## src/rtl/seqrd_pkg.sv

```systemverilog
package seqrd_pkg;
    typedef enum logic [1:0] {
        H_NONE  = 2'd0,
        H_LOOK  = 2'd1,
        H_KNOWN = 2'd2
    } hist_e;

    typedef enum logic {
        PH_FIRST  = 1'b0,
        PH_SECOND = 1'b1
    } phase_e;

    typedef enum logic [1:0] {
        OP_IDLE  = 2'd0,
        OP_READ  = 2'd1,
        OP_WRITE = 2'd2,
        OP_MAINT = 2'd3
    } op_e;
endpackage

```

## src/rtl/seqrd_split.sv

```systemverilog
module seqrd_split
    import seqrd_pkg::*;
#(
    parameter int ADDR_W = 32
) (
    input  logic              clk,
    input  logic              rst_n,
    input  logic              cache_on,
    input  logic              req_valid,
    input  logic              req_write,
    input  logic              req_maint,
    input  logic              req_dword,
    input  logic [ADDR_W-1:0] req_addr,
    output op_e               cur_op,
    output logic [ADDR_W-1:0] cur_addr,
    output logic              cur_both,
    output logic              req_ready,
    output phase_e            phase
);
    localparam logic [ADDR_W-3:0] WORD_ONE = {{(ADDR_W-3){1'b0}}, 1'b1};

    phase_e            phase_q, phase_d;
    logic [ADDR_W-1:0] hold_q;
    op_e               in_op;
    logic              odd_dw;

    // Classify the incoming request; maintenance wins over write.
    always_comb begin
        if (!req_valid)     in_op = OP_IDLE;
        else if (req_maint) in_op = OP_MAINT;
        else if (req_write) in_op = OP_WRITE;
        else                in_op = OP_READ;
    end

    assign odd_dw = (in_op == OP_READ) && req_dword && req_addr[2];

    // State register
    always_ff @(posedge clk or negedge rst_n) begin
        if (!rst_n) begin
            phase_q <= PH_FIRST;
            hold_q  <= '0;
        end else begin
            phase_q <= phase_d;
            if (phase_q == PH_FIRST && odd_dw)
                hold_q <= {req_addr[ADDR_W-1:2] + WORD_ONE, 2'b00};
        end
    end

    // Next state and outputs
    always_comb begin
        phase_d   = PH_FIRST;
        cur_op    = OP_IDLE;
        cur_addr  = req_addr;
        cur_both  = 1'b0;
        req_ready = 1'b1;
        unique case (phase_q)
            PH_FIRST: begin
                cur_op    = in_op;
                cur_addr  = req_addr;
                cur_both  = (in_op == OP_READ) && req_dword && !req_addr[2];
                req_ready = !(cache_on && odd_dw);
                phase_d   = (cache_on && odd_dw) ? PH_SECOND : PH_FIRST;
            end
            PH_SECOND: begin
                cur_op    = OP_READ;
                cur_addr  = hold_q;
                cur_both  = 1'b0;
                req_ready = 1'b1;
                phase_d   = PH_FIRST;
            end
            default: phase_d = PH_FIRST;
        endcase
    end

    assign phase = phase_q;

    AST_SECOND_ONE_CYCLE: assert property (@(posedge clk) disable iff (!rst_n)
        (phase_q == PH_SECOND) |=> (phase_q == PH_FIRST));

    AST_SPLIT_ONLY_WHEN_ON: assert property (@(posedge clk) disable iff (!rst_n)
        (phase_q == PH_SECOND) |-> $past(cache_on));
endmodule

```

## src/rtl/seqrd_hist.sv

```systemverilog
module seqrd_hist
    import seqrd_pkg::*;
#(
    parameter int LINE_W = 27,
    parameter int WAY_W  = 2
) (
    input  logic              clk,
    input  logic              rst_n,
    input  logic              cache_on,
    input  op_e               cur_op,
    input  logic [LINE_W-1:0] cur_line,
    input  logic              hit_valid,
    input  logic [WAY_W-1:0]  hit_way,
    output logic              seq_hit,
    output logic [WAY_W-1:0]  seq_way
);
    hist_e             hist_q, hist_d;
    logic [LINE_W-1:0] line_q;
    logic [WAY_W-1:0]  way_q;
    logic              same_line;

    assign same_line = (cur_line == line_q);

    // State register
    always_ff @(posedge clk or negedge rst_n) begin
        if (!rst_n) begin
            hist_q <= H_NONE;
            line_q <= '0;
            way_q  <= '0;
        end else begin
            hist_q <= hist_d;
            if (cache_on && cur_op == OP_READ) begin
                line_q <= cur_line;
                if (seq_hit) way_q <= seq_way;
            end
        end
    end

    // Reuse decision and next state
    always_comb begin
        seq_hit = 1'b0;
        seq_way = way_q;
        unique case (hist_q)
            H_NONE: begin
                seq_hit = 1'b0;
            end
            H_LOOK: begin
                seq_hit = same_line && hit_valid;
                seq_way = hit_way;
            end
            H_KNOWN: begin
                seq_hit = same_line;
                seq_way = way_q;
            end
            default: seq_hit = 1'b0;
        endcase
        if (!cache_on || cur_op != OP_READ) seq_hit = 1'b0;

        if (!cache_on || cur_op != OP_READ) hist_d = H_NONE;
        else if (seq_hit)                   hist_d = H_KNOWN;
        else                                hist_d = H_LOOK;
    end

    AST_KNOWN_FROM_READ: assert property (@(posedge clk) disable iff (!rst_n)
        (hist_q == H_KNOWN) |-> $past(cache_on && cur_op == OP_READ));

    AST_NO_REUSE_WITHOUT_HISTORY: assert property (@(posedge clk) disable iff (!rst_n)
        (hist_q == H_NONE) |-> !seq_hit);
endmodule

```

## src/rtl/seqrd_decode.sv

```systemverilog
module seqrd_decode
    import seqrd_pkg::*;
#(
    parameter int NUM_WAYS = 4,
    parameter int WAY_W    = 2
) (
    input  logic                cache_on,
    input  op_e                 cur_op,
    input  logic                bank_odd,
    input  logic                cur_both,
    input  logic                seq_hit,
    input  logic [WAY_W-1:0]    seq_way,
    output logic [NUM_WAYS-1:0] tag_en,
    output logic [NUM_WAYS-1:0] data_en_even,
    output logic [NUM_WAYS-1:0] data_en_odd,
    output logic                reuse_hit
);
    logic [NUM_WAYS-1:0] way_mask;

    for (genvar gi = 0; gi < NUM_WAYS; gi++) begin : g_way
        assign way_mask[gi] = seq_hit ? (seq_way == WAY_W'(gi)) : 1'b1;
    end

    always_comb begin
        tag_en       = '0;
        data_en_even = '0;
        data_en_odd  = '0;
        reuse_hit    = 1'b0;
        if (cache_on) begin
            unique case (cur_op)
                OP_IDLE, OP_MAINT: begin
                    tag_en = '0;
                end
                OP_WRITE: begin
                    tag_en = '1;
                end
                OP_READ: begin
                    tag_en       = seq_hit ? '0 : '1;
                    data_en_even = (cur_both || !bank_odd) ? way_mask : '0;
                    data_en_odd  = (cur_both ||  bank_odd) ? way_mask : '0;
                    reuse_hit    = seq_hit;
                end
                default: tag_en = '0;
            endcase
        end
    end
endmodule

```

## src/rtl/seqrd_gate.sv

```systemverilog
module seqrd_gate
    import seqrd_pkg::*;
#(
    parameter int ADDR_W     = 32,
    parameter int NUM_WAYS   = 4,
    parameter int LINE_WORDS = 8,
    localparam int WAY_W     = $clog2(NUM_WAYS)
) (
    input  logic                clk,
    input  logic                rst_n,
    input  logic                cache_on,
    input  logic                req_valid,
    input  logic                req_write,
    input  logic                req_maint,
    input  logic                req_dword,
    input  logic [ADDR_W-1:0]   req_addr,
    input  logic                hit_valid,
    input  logic [WAY_W-1:0]    hit_way,
    output logic                req_ready,
    output logic [ADDR_W-1:0]   acc_addr,
    output logic [NUM_WAYS-1:0] tag_en,
    output logic [NUM_WAYS-1:0] data_en_even,
    output logic [NUM_WAYS-1:0] data_en_odd,
    output logic                reuse_hit
);
    localparam int LINE_LSB = $clog2(LINE_WORDS) + 2;
    localparam int LINE_W   = ADDR_W - LINE_LSB;
    localparam logic [ADDR_W-3:0] WORD_ONE = {{(ADDR_W-3){1'b0}}, 1'b1};

    op_e               cur_op;
    logic [ADDR_W-1:0] cur_addr;
    logic              cur_both;
    phase_e            phase;
    logic              seq_hit;
    logic [WAY_W-1:0]  seq_way;

    seqrd_split #(.ADDR_W(ADDR_W)) u_split (
        .clk       (clk),
        .rst_n     (rst_n),
        .cache_on  (cache_on),
        .req_valid (req_valid),
        .req_write (req_write),
        .req_maint (req_maint),
        .req_dword (req_dword),
        .req_addr  (req_addr),
        .cur_op    (cur_op),
        .cur_addr  (cur_addr),
        .cur_both  (cur_both),
        .req_ready (req_ready),
        .phase     (phase)
    );

    seqrd_hist #(.LINE_W(LINE_W), .WAY_W(WAY_W)) u_hist (
        .clk       (clk),
        .rst_n     (rst_n),
        .cache_on  (cache_on),
        .cur_op    (cur_op),
        .cur_line  (cur_addr[ADDR_W-1:LINE_LSB]),
        .hit_valid (hit_valid),
        .hit_way   (hit_way),
        .seq_hit   (seq_hit),
        .seq_way   (seq_way)
    );

    seqrd_decode #(.NUM_WAYS(NUM_WAYS), .WAY_W(WAY_W)) u_decode (
        .cache_on     (cache_on),
        .cur_op       (cur_op),
        .bank_odd     (cur_addr[2]),
        .cur_both     (cur_both),
        .seq_hit      (seq_hit),
        .seq_way      (seq_way),
        .tag_en       (tag_en),
        .data_en_even (data_en_even),
        .data_en_odd  (data_en_odd),
        .reuse_hit    (reuse_hit)
    );

    assign acc_addr = cur_addr;

    AST_REUSE_ONE_WAY: assert property (@(posedge clk) disable iff (!rst_n)
        reuse_hit |-> ($countones(data_en_even | data_en_odd) == 1 && tag_en == '0));

    AST_REUSE_AFTER_READ: assert property (@(posedge clk) disable iff (!rst_n)
        reuse_hit |-> $past(|(data_en_even | data_en_odd)));

    AST_OFF_QUIET: assert property (@(posedge clk) disable iff (!rst_n)
        !cache_on |-> (tag_en == '0 && data_en_even == '0 && data_en_odd == '0
                       && !reuse_hit && req_ready));

    AST_SINGLE_BANK: assert property (@(posedge clk) disable iff (!rst_n)
        (phase == PH_FIRST && req_valid && !req_write && !req_maint && !req_dword)
        |-> !((|data_en_even) && (|data_en_odd)));

    AST_WRITE_NO_DATA: assert property (@(posedge clk) disable iff (!rst_n)
        (phase == PH_FIRST && req_valid && req_write)
        |-> (data_en_even == '0 && data_en_odd == '0 && !reuse_hit));

    AST_SPLIT_NEXT_WORD: assert property (@(posedge clk) disable iff (!rst_n)
        !req_ready |=> (req_ready
                        && acc_addr[ADDR_W-1:2] == $past(acc_addr[ADDR_W-1:2]) + WORD_ONE));
endmodule

```

## config.mk

```make
export PLATFORM = sky130hd
export DESIGN_NAME = seqrd_gate
export DESIGN_NICKNAME = d
export VERILOG_FILES = /design/src/rtl/seqrd_pkg.sv /design/src/rtl/seqrd_split.sv /design/src/rtl/seqrd_hist.sv /design/src/rtl/seqrd_decode.sv /design/src/rtl/seqrd_gate.sv
export SDC_FILE = /design/constraint.sdc
export NUM_CORES = 1
export LEC_CHECK = 0
export ABC_AREA = 1
export ABC_CLOCK_PERIOD_IN_PS = 2100
export BUFFER_PORTS_ARGS = -buffer_cell sky130_fd_sc_hd__buf_2
export CORE_UTILIZATION = 52
export CTS_BUF_LIST = sky130_fd_sc_hd__clkbuf_2
export DETAILED_ROUTE_END_ITERATION = 10
export HOLD_SLACK_MARGIN = 0.02
export PLACE_DENSITY = 0.85
export SLEW_MARGIN = 10
export SYNTH_ARGS = -nofsm -noshare
export SYNTH_HDL_FRONTEND = slang
export SYNTH_HIERARCHICAL = 1
export SYNTH_SLANG_ARGS = --single-unit
```

## constraint.sdc

```tcl
create_clock -name clk -period 2.1 [get_ports clk]
set_input_delay 0.21 -clock clk [delete_from_list [all_inputs] [get_ports clk]]
set_output_delay 0.21 -clock clk [all_outputs]
set_load 0.01 [all_outputs]
```

==> metrics.md, run 1 <==
| Metric | Value |
|---|---|
| Sw frac | 0.3674 |
| Die ar. | 0.009018 sq mm |
| Critical path type | flip-flop to primary output |
| Placer Congestion | ~0.95 |
| Placed instance area | 0.005570 sq mm |
| Critical Path AT | between 2000 and 3000 ps |
| Compound-Gate Fraction of Synth Area | 0.08018 |
| Slowest CP cell | dfrtp_2 |
| Largest family of logic cells by synthesized area | simple AND/OR/NAND/NOR gates |
| Setup violations, final | 15 |
| Core Area | between 0.008 and 0.009 sq mm |
| Antenna violations before repair | 0 |
| Max-cap violations | 0 |
| Distinct cells, synth | 27 |
| Clock Sink Count | 62 |
| GRT Total Usage | 0.3278 |
| Clock network power share | 0.221 |
| CP bufs+invs | 7 |
| Sequence of cells on the critical path | buf_6 > buf_12 > nand2_4 > o21ai_4 > buf_4 > nand2_1 > nand2_1 > inv_1 > nand2_1 > nor2_1 > nand2_1 > nor2_2 > nand3_2 > inv_2 > inv_6 > a21oi_2 > nor2_2 > buf_2 |
| Port Buffer Count | 87 |
| CP required | about 1900 ps |
| Slew Viols, Final | 0 |
| Fillcell total | between 600 and 700 |
| Xor/xnor share of the synthesized area | 0.02144 |
| Antenna viol nets, final | 0 |
| Post-Syn Instances | ~740 |
| # placed instances | between 900 and 1,000 |
| Setup crit end kind | primary output |
| Gr ovfl total | 0 |
| Comb pwr share | 0.302 |
| Post-layout min period | between 2000 and 3000 ps |
| CP Max Fanout | 11 |
| Clk root buf | clkbuf_2 |
| Syn nets | roughly 790 |
| Max Fclk | approximately 350 MHz |
| Die Ht | 94.97 um |
| Number of DRC markers in iteration 0 | between 400 and 500 |
| Cell family with most CP delay | simple AND/OR/NAND/NOR gates |
| Post-synthesis sequential area ratio | 0.3452 |
| Vias per inst | roughly 5.3 |
| Asr flop ratio synth | 1.000 |
| Clock buffer depth | 2 |
| CTS buffer count | 9 |
| Row cnt | 33 |
| PwrDens | 539.7 mW/mm^2 |
| Synthesized-area fraction occupied by adder cells | 0.01392 |
| Largest net degree at the start of global routing | 34 |
| First-pass GRT wire length | approximately 23,000 um |
| Worst hold path type | input port to flip-flop |
| 1st-pass router iterations | 5 |
| Non-Filler Instances | just under 1,000 |
| Worst-Margin Slew | between 500 and 600 ps |
| Die width | 94.97 um |
| Final setup margin | -795.9 ps |
| Starting Density | 0.5415 |
| Slew headroom | 0.6024 |
| Hold Vio Cnt, Final | 0 |
| Top-area cell type share of the netlist area | 0.3452 |
| Count leader, synth | nand2_1 |
| Via Count | 5,195 |
| Synthesized cell area | roughly 0.0045 sq mm |
| P&R area growth vs syn | 34.60% |
| Fin area | between 0.006 and 0.007 sq mm |
| Post-synth top cells | nand2_1 (311), inv_1 (114), nor2_1 (72), o21ai_0 (63), dfrtp_1 (62) |
| Max incr delay on CP | between 400 and 500 ps |
| Vias in the first global route | about 4,900 |
| Diode count | 0 |
| Latest clock arrival within the worst-skew pair | 500 ps |
| Synth warnings | 6 |
| DP Wirelength | 10,150 um |
| Sequential share of power | 0.476 |
| Internal | 0.002065 W |
| Area leader, netlist | dfrtp_1 |
| Final core utilization | 0.7289 |
| Startpoint types | flip-flop |
| Share of layout cells above drive strength 1 | 0.2715 |
| Skew final | 16.89 ps |
| Syn Area/Cell | just over 6 sq um |
| DRC viols | 0 |
| Multiplexer area fraction after synthesis | 0.005011 |
| WL final | 14,090 um |
| Clock-pin slew on the worst setup and hold paths | 190 ps |
| IO Count | 88 |
| Post-synthesis simple-gate area fraction | 0.4070 |
| RSZ-0062 raised after global routing | yes |
| CP dominant cell by count | nand2_1 |
| CTS H-tree depth | 3 |
| Top area cells in the synthesized netlist | dfrtp_1 (35%), nand2_1 (26%), inv_1 (9.5%) |
| Final worst-path cycle share | 1.379 |
| WL per Instance | 14.25 um |
| CTS tree | built |
| Top_reg_cell synth | dfrtp_1 |
| Nets | 926 |
| Max rail drop VDD | approximately 0.30 mV |
| Post-synth EDFFs | 0 |
| Yosys reg bits | 62 |
| Status | finished with violations |
| Failing checks | setup timing |
| LEAKAGE | approximately 3.3 nW |
| Switching Power | approximately 0.0012 W |
metal layers:
| metal | part of all wire | global-route usage | vias to the layer above |
|---|---|---|---|
| met5 | 0 | 0 | - |
| met4 | 0.023 | 0.1250 | 0 |
| met3 | 0.070 | 0.05314 | 36 |
| met2 | 0.51 | 0.5743 | 232 |
| met1 | 0.40 | 0.4017 | 2423 |
| li1 | - | - | 2504 |
kinds of logic (layout without fill, tap and decap cells):
family                   count (synthesis)  after routing
AND/OR/NAND/NOR                        445            445
XOR/XNOR                                11             11
multiplexers                             2              2
flip-flops                              62             62
AO/OA/AOI/OAI                           72             72
buffers and inverters                  141            287
adder cells (fa/ha/maj)                  5              5
worst reg2reg max path: stages, from the launching register on:
cell     delay [ps]
dfrtp_2         470
buf_6           140
buf_12          140
nand2_4          60
o21ai_4          50
buf_4           130
nand2_1          60
nand2_1          70
inv_1            60
nand2_1          60
nor2_1          130
nand2_1         110
nor2_2          130
nand3_2         100
buf_4           150
buf_6           100
buf_6           100
buf_6           100
buf_6           100
buf_6           100
buf_6           100
buf_6           100
nand2_1          40
nand2_1          50
cell type report:
type | instances | area (sq um) | share of cell area
Clock buffer | 9 | 45.04 | 0.007446
Clock inverter | 7 | 55.05 | 0.009100
Sequential cell | 62 | 1553 | 0.2567
Tap cell | 105 | 131.4 | 0.02172
Inverter | 120 | 456.7 | 0.07549
Multi-Input combinational cell | 535 | 2731 | 0.4515
Timing Repair Buffer | 151 | 1077 | 0.1781
worst paths after layout:
check / slack, ps / startpoint / to / depth (start not counted)
worst max-delay path: -800 / u_split/phase / tag_en[1] / 18
max in group asynchronous: 1240 / rst_n / u_split/hold_q[9] / 3
min in group asynchronous: 200 / rst_n / u_hist/line_q[17] / 2
worst min-delay path: 30 / req_addr[28] / u_split/hold_q[28] / 4
worst max register to register: -650 / u_split/phase / u_hist/way_q[0] / 23
worst min register to register: 510 / u_split/hold_q[21] / u_split/hold_q[21] / 2
sequential cells by signal (all words and copies together) (netlist names):
signal          cells
u_split/hold_q     30
u_hist/way_q        2
u_hist/hist_q       2
u_split/phase       1
u_hist/line_q      27
cells in the final DEF (no fill, tap or decap):
master / netlist / layout
nand3_2: 2 / 4
o21ai_4: 0 / 22
buf_12: 0 / 4
xor2_1: 8 / 8
nor2_4: 6 / 6
bufinv_16: 0 / 1
xnor2_1: 3 / 2
nand2_4: 1 / 2
nor2_1: 72 / 65
inv_1: 114 / 112
dlygate4sd3_1: 0 / 3
inv_6: 0 / 1
buf_6: 2 / 11
xnor2_2: 0 / 1
mux2_2: 2 / 2
nand3_1: 38 / 36
nor3_4: 1 / 1
clkinv_1: 0 / 4
clkinv_2: 1 / 3
o21ai_1: 5 / 5
a21oi_2: 0 / 1
nand2_1: 311 / 303
inv_2: 5 / 6
a21oi_4: 0 / 3
nand2_2: 5 / 12
buf_2: 6 / 86
buf_16: 0 / 3
dfrtp_1: 62 / 61
buf_4: 5 / 44
o21ai_2: 0 / 4
nor2_2: 6 / 13
ha_1: 5 / 5
clkbuf_2: 0 / 9
nor3_1: 1 / 1
and2_1: 2 / 2
dfrtp_2: 0 / 1
o21ai_0: 63 / 37
metrics by stage:
stage | setup TNS [ps] | power [W] | hold slack (ps) | setup WS (ps)
6_report | -11340 | 0.003265 | 32.42 | -795.9
5_1_grt | -12800 | 0.003472 | 22.49 | -892.2
4_1_cts | -10240 | 0.003226 | 20.39 | -744.1
3_5_place_dp | -2726 | 0.002498 | 225.5 | -247.5
3_3_place_gp | -1571 | 0.002443 | 218.8 | -145.5
2_1_floorplan | -73.73 | 0.002131 | -85.59 | -24.58
power by group through the flow:
stage,clock network [W],logic [W],registers (W)
after floorplan,0,0.000599,0.00153
after global placement,0,0.000888,0.00156
after detailed placement,0,0.000933,0.00156
after CTS,0.000721,0.000961,0.00154
after global routing,0.000791,0.00110,0.00158
final,0.000722,0.000987,0.00156
what timing repair did:
item,4_1_cts,5_1_grt
setup endpoints to repair,14,18
resized for setup,22,18
hold endpoints to repair,21,0
gates cloned,3,0
hold buffers,3,0
pin swaps,22,17
setup buffers,13,4
Power figures use the tool's default switching activity.
==> inputs of run 2 (changes only) <==
CORE_UTILIZATION = 51   (was 52)
PLACE_DENSITY = 0.84   (was 0.85)
REMOVE_ABC_BUFFERS = 1   (was not set)
SYNTH_HIERARCHICAL = not set   (was 1)
==> metrics.md, run 2 <==
| Metric | Value |
|---|---|
| Diode count | 0 (unchanged) |
| P&R area growth vs syn | 33.38% (was 34.60%) |
| Setup crit end kind | primary output (unchanged) |
| Setup violations, final | 17 (was 15) |
| Post-synth EDFFs | 0 (unchanged) |
| R2R Setup Slk | -150 ps (was -650 ps) |
| Post-Syn Instances | 628 (was 738) |
| WL final | 13,470 um (was 14,090 um) |
| Nets | 819 (was 926) |
| Via Count | 4,787 (was 5,195) |
| Post-synth top cells | nand2_1 (246), inv_1 (73), dfrtp_1 (62), nor2_1 (47) (was nand2_1 (311), inv_1 (114), nor2_1 (72), o21ai_0 (63), dfrtp_1 (62)) |
| Worst Reg-to-Reg Cells | 16 (was 23) |
| Worst-Margin Slew | 672.7 ps (was 595.6 ps) |
| Top_reg_cell synth | dfrtp_1 (unchanged) |
| RSZ-0062 raised after global routing | yes (unchanged) |
| Core Area | 0.007767 sq mm (was 0.008299 sq mm) |
| 1st-pass router iterations | 6 (was 5) |
| Largest register FFs | 30 (unchanged) |
| Synth warnings | 0 (was 6) |
| Number of DRC markers in iteration 0 | 515 (was 403) |
| Asr flop ratio synth | 1.000 (unchanged) |
| Hold_sp | req_addr[28] (unchanged) |
| Clock buffer depth | 2 (unchanged) |
| Placed instance area | 0.004911 sq mm (was 0.005570 sq mm) |
| Latest clock arrival within the worst-skew pair | 520 ps (was 500 ps) |
| Max-cap violations | 0 (unchanged) |
| Max Fclk | 348.5 MHz (was 345.3 MHz) |
| Multiplexer area fraction after synthesis | 0 (was 0.005011) |
| Xor/xnor share of the synthesized area | 0.04237 (was 0.02144) |
| CP required | 1890 ps (about the same) |
| PwrDens | 578.5 mW/mm^2 (was 539.7 mW/mm^2) |
| Slew Viols, Final | 0 (unchanged) |
| Synthesized-area fraction occupied by adder cells | 0.01513 (was 0.01392) |
| Commonest cells after routing, fill and taps aside | nand2_1 (223), buf_2 (87), inv_1 (73) (was nand2_1 (303), inv_1 (112), buf_2 (86)) |
| Area leader, netlist | dfrtp_1 (unchanged) |
| Largest family of logic cells by synthesized area | simple AND/OR/NAND/NOR gates (unchanged) |
| Gr ovfl total | 0 (unchanged) |
| Max rail drop VDD | 0.3084 mV (was 0.2961 mV) |
| Worst hold path type | input port to flip-flop (unchanged) |
| Largest net degree at the start of global routing | 63 (was 34) |
| Yosys reg bits | 62 (unchanged) |
| Top area cells in the synthesized netlist | dfrtp_1 (38%), nand2_1 (22%), inv_1 (6.6%) (was dfrtp_1 (35%), nand2_1 (26%), inv_1 (9.5%)) |
| Slew headroom | 0.5468 (was 0.6024) |
| Final worst-path cycle share | 1.366 (was 1.379) |
| Port Buffer Count | 87 (unchanged) |
| CTS tree | built (unchanged) |
| Vias per inst | 5.446 (was 5.253) |
| Leading cell type in the layout, fill and taps excluded | nand2_1 (unchanged) |
| GRT Total Usage | 0.3245 (was 0.3278) |
| Post-synthesis simple-gate area fraction | 0.3898 (was 0.4070) |
| Status | finished with violations (unchanged) |
| Starting Density | 0.5322 (was 0.5415) |
| Compound-Gate Fraction of Synth Area | 0.07234 (was 0.08018) |
| WL per Instance | 15.33 um (was 14.25 um) |
| CP Max Fanout | 7 (was 11) |
| Clk root buf | clkbuf_2 (unchanged) |
| Synthesized cell area | 0.004134 sq mm (was 0.004494 sq mm) |
| Fillcell total | 612 (was 659) |
| Clock-pin slew on the worst setup and hold paths | 190 ps (about the same) |
| Die ar. | 0.008470 sq mm (was 0.009018 sq mm) |
| Die width | 92.03 um (was 94.97 um) |
| Hold Vio Cnt, Final | 0 (unchanged) |
| Largest Register | u_split.hold_q (was u_split/hold_q) |
| Placer Congestion | 0.9611 (was 0.9457) |
| Antenna viol nets, final | 0 (unchanged) |
| Post-synthesis sequential area ratio | 0.3753 (was 0.3452) |
| DP Wirelength | 8578 um (was 10,150 um) |
| Distinct cells, synth | 30 (was 27) |
| Post-layout min period | 2869 ps (was 2896 ps) |
| Count leader, synth | nand2_1 (unchanged) |
| Failing checks | setup timing (unchanged) |
| Critical Path AT | 2660 ps (was 2690 ps) |
| Final setup margin | -769.5 ps (was -795.9 ps) |
| Top flop regs | u_split.hold_q (30), u_hist.line_q (27) (was u_split/hold_q (30), u_hist/line_q (27)) |
| Worst Hold Depth | 4 (unchanged) |
| First-pass GRT wire length | 21,410 um (was 22,620 um) |
| CTS H-tree depth | 3 (unchanged) |
| Fin area | 0.005514 sq mm (was 0.006050 sq mm) |
| Antenna violations before repair | 0 (unchanged) |
| Die Ht | 92.03 um (was 94.97 um) |
| LEAKAGE | 2.988 nW (was 3.302 nW) |
| DRC viols | 0 (unchanged) |
| CTS buffer count | 9 (unchanged) |
| Top-area cell type share of the netlist area | 0.3753 (was 0.3452) |
| Vias in the first global route | 4,623 (was 4,944) |
| Row cnt | 32 (was 33) |
| Startpoint types | flip-flop (unchanged) |
| Clock Sink Count | 62 (unchanged) |
| IO Count | 88 (unchanged) |
| Reg-to-Reg Start | u_split.phase (was u_split/phase) |
| Syn Area/Cell | 6.583 sq um (was 6.090 sq um) |
| R2R Path End | u_hist.way_q[1] (was u_hist/way_q[0]) |
| Final core utilization | 0.7099 (was 0.7289) |
| Hold Path End | u_split.hold_q[28] (was u_split/hold_q[28]) |
| Share of layout cells above drive strength 1 | 0.2999 (was 0.2715) |
| Critical path type | flip-flop to primary output (unchanged) |
| Skew final | 30.04 ps (was 16.89 ps) |
## run 2: critical path, stage by stage, from the launching register on
cell	delay, ps
dfrtp_2	480
inv_6	80
buf_12	140
buf_16	130
nand2_2	60
nand2_1	120
nand2_1	120
nand2_1	50
nor2_1	90
nand2_1	70
nor2_2	110
nand2_2	80
nor2_4	150
nand2_4	110
a21oi_2	160
nor2_1	50
buf_2	130
## run 2: timing repair
action                                 in CTS  in global routing
hold buffers                               11                  0
pin swaps                                   4                  6
setup buffers                               5                  3
gates cloned                                3                  1
gates resized for setup                    59                 15
endpoints found under the hold margin      72                  0
setup endpoints to repair                  16                 35
## run 2: worst max-delay path by stage
| stage | endpoint | startpoint | depth (start not counted) | slack (ps) |
|---|---|---|---|---|
| after floorplan | tag_en[0] | u_split.phase | 8 | -1490 |
| after global placement | data_en_odd[2] | u_split.phase | 14 | -100 |
| after detailed placement | data_en_odd[1] | u_split.phase | 13 | -170 |
| after CTS | data_en_even[0] | u_split.phase | 15 | -590 |
| after global routing | data_en_even[0] | u_split.phase | 16 | -880 |
| final | data_en_even[3] | u_split.phase | 16 | -770 |
## run 2: cells by family (layout without fill, tap and decap cells)
group	Yosys count	in the layout
compound gates	59	59
flops	62	62
simple gates	384	384
buf+inv	98	247
xor+xnor	20	20
fa+ha+maj	5	5
## run 2: stage by stage
step / TNS, ps / hold WS, ps / cells / total power [W] / setup slack (ps)
after floorplan: -54270 / -85.59 / 606 / 0.002020 / -1493
after global placement: -891.5 / 248.9 / 840 / 0.002322 / -99.40
after detailed placement: -1774 / 248.9 / 840 / 0.002362 / -172.7
after CTS: -7483 / 22.75 / 875 / 0.003135 / -591.0
after global routing: -11730 / 36.04 / 879 / 0.003374 / -880.3
final: -9949 / 48.38 / 879 / 0.003190 / -769.5
## run 2: per-layer routing
| layer | up-vias | GRT usage | wire length, um |
|---|---|---|---|
| met5 | - | 0 | 0 |
| met4 | 0 | 0.1706 | 606 |
| met3 | 65 | 0.05721 | 1080 |
| met2 | 293 | 0.5522 | 6634 |
| met1 | 2197 | 0.3912 | 5153 |
| li1 | 2232 | - | - |
## run 2: report_power, final
part	switching, W	internal, W	total [W]
Clock	0.000464	0.000266	0.000731
Combinational	0.000533	0.000353	0.000886
Sequential	0.000154	0.00142	0.00157
Total	0.00115	0.00204	0.00319
## run 2: cell type report
class                           instances  area, sq um  share of cell area
Tap cell                              102        127.6             0.02314
Clock inverter                          6        52.55            0.009530
Sequential cell                        62         1553              0.2816
Timing Repair Buffer                  155         1111              0.2015
Clock buffer                           10        50.05            0.009076
Multi-Input combinational cell        468         2328              0.4223
Inverter                               76        291.5             0.05287
==> inputs of run 3 (changes only) <==
CORE_UTILIZATION = 46   (was 51)
PLACE_DENSITY = 0.78   (was 0.84)
==> metrics.md, run 3 (synthesis results as in run 2) <==
| Metric | Value |
|---|---|
| Failing checks | setup timing (unchanged) |
| Slew Viols, Final | 0 (unchanged) |
| LEAKAGE | 2.991 nW (was 2.988 nW) |
| Number of DRC markers in iteration 0 | 272 (was 515) |
| Max rail drop VDD | 0.2490 mV (was 0.3084 mV) |
| Worst-Margin Slew | 618.5 ps (was 672.7 ps) |
| CTS H-tree depth | 3 (unchanged) |
| Clk root buf | clkbuf_2 (unchanged) |
| Antenna viol nets, final | 0 (unchanged) |
| Hold Vio Cnt, Final | 0 (unchanged) |
| Port Buffer Count | 87 (unchanged) |
| Die width | 96.80 um (was 92.03 um) |
| Row cnt | 34 (was 32) |
| Max-cap violations | 0 (unchanged) |
| Latest clock arrival within the worst-skew pair | 530 ps (was 520 ps) |
| Vias in the first global route | 4,296 (was 4,623) |
| Status | finished with violations (unchanged) |
| CP Max Fanout | 7 (unchanged) |
| Starting Density | 0.4740 (was 0.5322) |
| Vias per inst | 5.128 (was 5.446) |
| WL final | 12,610 um (was 13,470 um) |
| # placed instances | 849 (was 840) |
| RSZ-0062 raised after global routing | yes (unchanged) |
| GRT Total Usage | 0.2663 (was 0.3245) |
| IO Count | 88 (unchanged) |
| First-pass GRT wire length | 19,950 um (was 21,410 um) |
| Fin area | 0.005584 sq mm (was 0.005514 sq mm) |
| Diode count | 0 (unchanged) |
| Placer Congestion | 0.8934 (was 0.9611) |
| Top flop regs | u_split.hold_q (30), u_hist.line_q (27) (unchanged) |
| Startpoint types | flip-flop (unchanged) |
| Gr ovfl total | 0 (unchanged) |
| Max Fclk | 363.5 MHz (was 348.5 MHz) |
| Fillcell total | 760 (was 612) |
| Commonest cells after routing, fill and taps aside | nand2_1 (216), buf_2 (85), inv_1 (73) (was nand2_1 (223), buf_2 (87), inv_1 (73)) |
| P&R area growth vs syn | 35.08% (was 33.38%) |
| Setup violations, final | 17 (unchanged) |
| CP required | 1890 ps (about the same) |
| Clock buffer depth | 2 (unchanged) |
| Final core utilization | 0.6403 (was 0.7099) |
| Final setup margin | -650.7 ps (was -769.5 ps) |
| CTS tree | built (unchanged) |
| Placed instance area | 0.004954 sq mm (was 0.004911 sq mm) |
| DP Wirelength | 8619 um (was 8578 um) |
| Core Area | 0.008721 sq mm (was 0.007767 sq mm) |
| DRC viols | 0 (unchanged) |
| Setup crit end kind | primary output (unchanged) |
| 1st-pass router iterations | 5 (was 6) |
| Die Ht | 96.80 um (was 92.03 um) |
| Clock-pin slew on the worst setup and hold paths | 160 ps (was 190 ps) |
| Antenna violations before repair | 0 (unchanged) |
| Share of layout cells above drive strength 1 | 0.3064 (was 0.2999) |
| Dpl ws | -206.8 ps (was -172.7 ps) |
| Final worst-path cycle share | 1.310 (was 1.366) |
| Slew headroom | 0.5877 (was 0.5468) |
| Skew final | 22.41 ps (was 30.04 ps) |
| Largest register FFs | 30 (unchanged) |
| Post-layout min period | 2751 ps (was 2869 ps) |
| Nets | 822 (was 819) |
| PwrDens | 550.2 mW/mm^2 (was 578.5 mW/mm^2) |
| Hold Slack | 52.82 ps (was 48.38 ps) |
| Largest net degree at the start of global routing | 41 (was 63) |
| Clock Sink Count | 62 (unchanged) |
| Die ar. | 0.009370 sq mm (was 0.008470 sq mm) |
| CTS buffer count | 9 (unchanged) |
| Worst hold path type | input port to flip-flop (unchanged) |
| WL per Instance | 14.20 um (was 15.33 um) |
| Non-Filler Instances | 888 (was 879) |
| Critical Path AT | 2540 ps (was 2660 ps) |
| Critical path type | flip-flop to primary output (unchanged) |
| Largest Register | u_split.hold_q (unchanged) |
| Leading cell type in the layout, fill and taps excluded | nand2_1 (unchanged) |
| Via Count | 4,554 (was 4,787) |
run 3: cell count changes in the layout (fill, tap and decap cells not counted), sizes merged:
cell and change:
clkbuf +1, buf -3, inv -1, dlygate4sd3 +6
bufinv -1, clkinvlp +1
run 3: per-stage QoR:
step,power [W],setup TNS [ps]
after detailed placement,0.002360,-2261
after global placement,0.002325,-908.9
final,0.003072,-8392
after floorplan,0.002020,-54270
after global routing,0.003270,-11860
after CTS,0.003029,-7539
run 3: final timing paths:
kind	to	depth (start not counted)	slack, ps	start
max	data_en_odd[2]	15	-650	u_split.phase
min	u_split.hold_q[3]	4	50	req_addr[2]
max reg2reg	u_hist.way_q[0]	15	10	u_split.phase
min reg2reg	u_split.hold_q[11]	2	510	u_split.hold_q[11]
max in group asynchronous	u_hist.line_q[2]	3	1260	rst_n
min in group asynchronous	u_hist.line_q[22]	2	180	rst_n
run 3: routing by layer:
layer	global-route usage	vias up	wire length [um]
met5	0	-	0
met2	0.4453	171	6246
met4	0.1171	0	385
li1	-	2240	-
met3	0.05347	34	632
met1	0.3329	2109	5348
run 3: what timing repair did:
action                                  CTS  global route
hold endpoints to repair                 39             1
pin swaps                                 1            10
endpoints found under the setup margin   19            39
hold buffers                             16             1
buffers inserted                          2             3
cloned                                    2             1
resized for setup                        44            41
run 3: where the power goes:
group | switching [W] | internal, W | total (W)
clock network | 0.000465 | 0.000155 | 0.000621
logic | 0.000524 | 0.000367 | 0.000892
registers | 0.000141 | 0.00142 | 0.00156
total | 0.00113 | 0.00194 | 0.00307
run 3: worst max-delay path: stages (launching register included):
cell	delay (ps)
dfrtp_2	470
clkinv_4	140
buf_16	170
nand2_1	100
nand2_2	70
nand2_1	60
nand2_1	90
nor2_1	90
nand2_1	60
nor2_1	120
nand2_2	80
nor2_4	120
nand2_4	110
a21oi_4	140
nor2_1	60
buf_2	140
run 3: final cells by class:
cell class,instances,area (sq um),share of cell area
multi-input combinational,468,2375,0.4253
sequential,62,1553,0.2781
timing repair buffer,158,1149,0.2057
inverter,76,291.5,0.05221
tap,108,135.1,0.02420
clock buffer,11,55.05,0.009859
clock inverter,5,26.28,0.004705
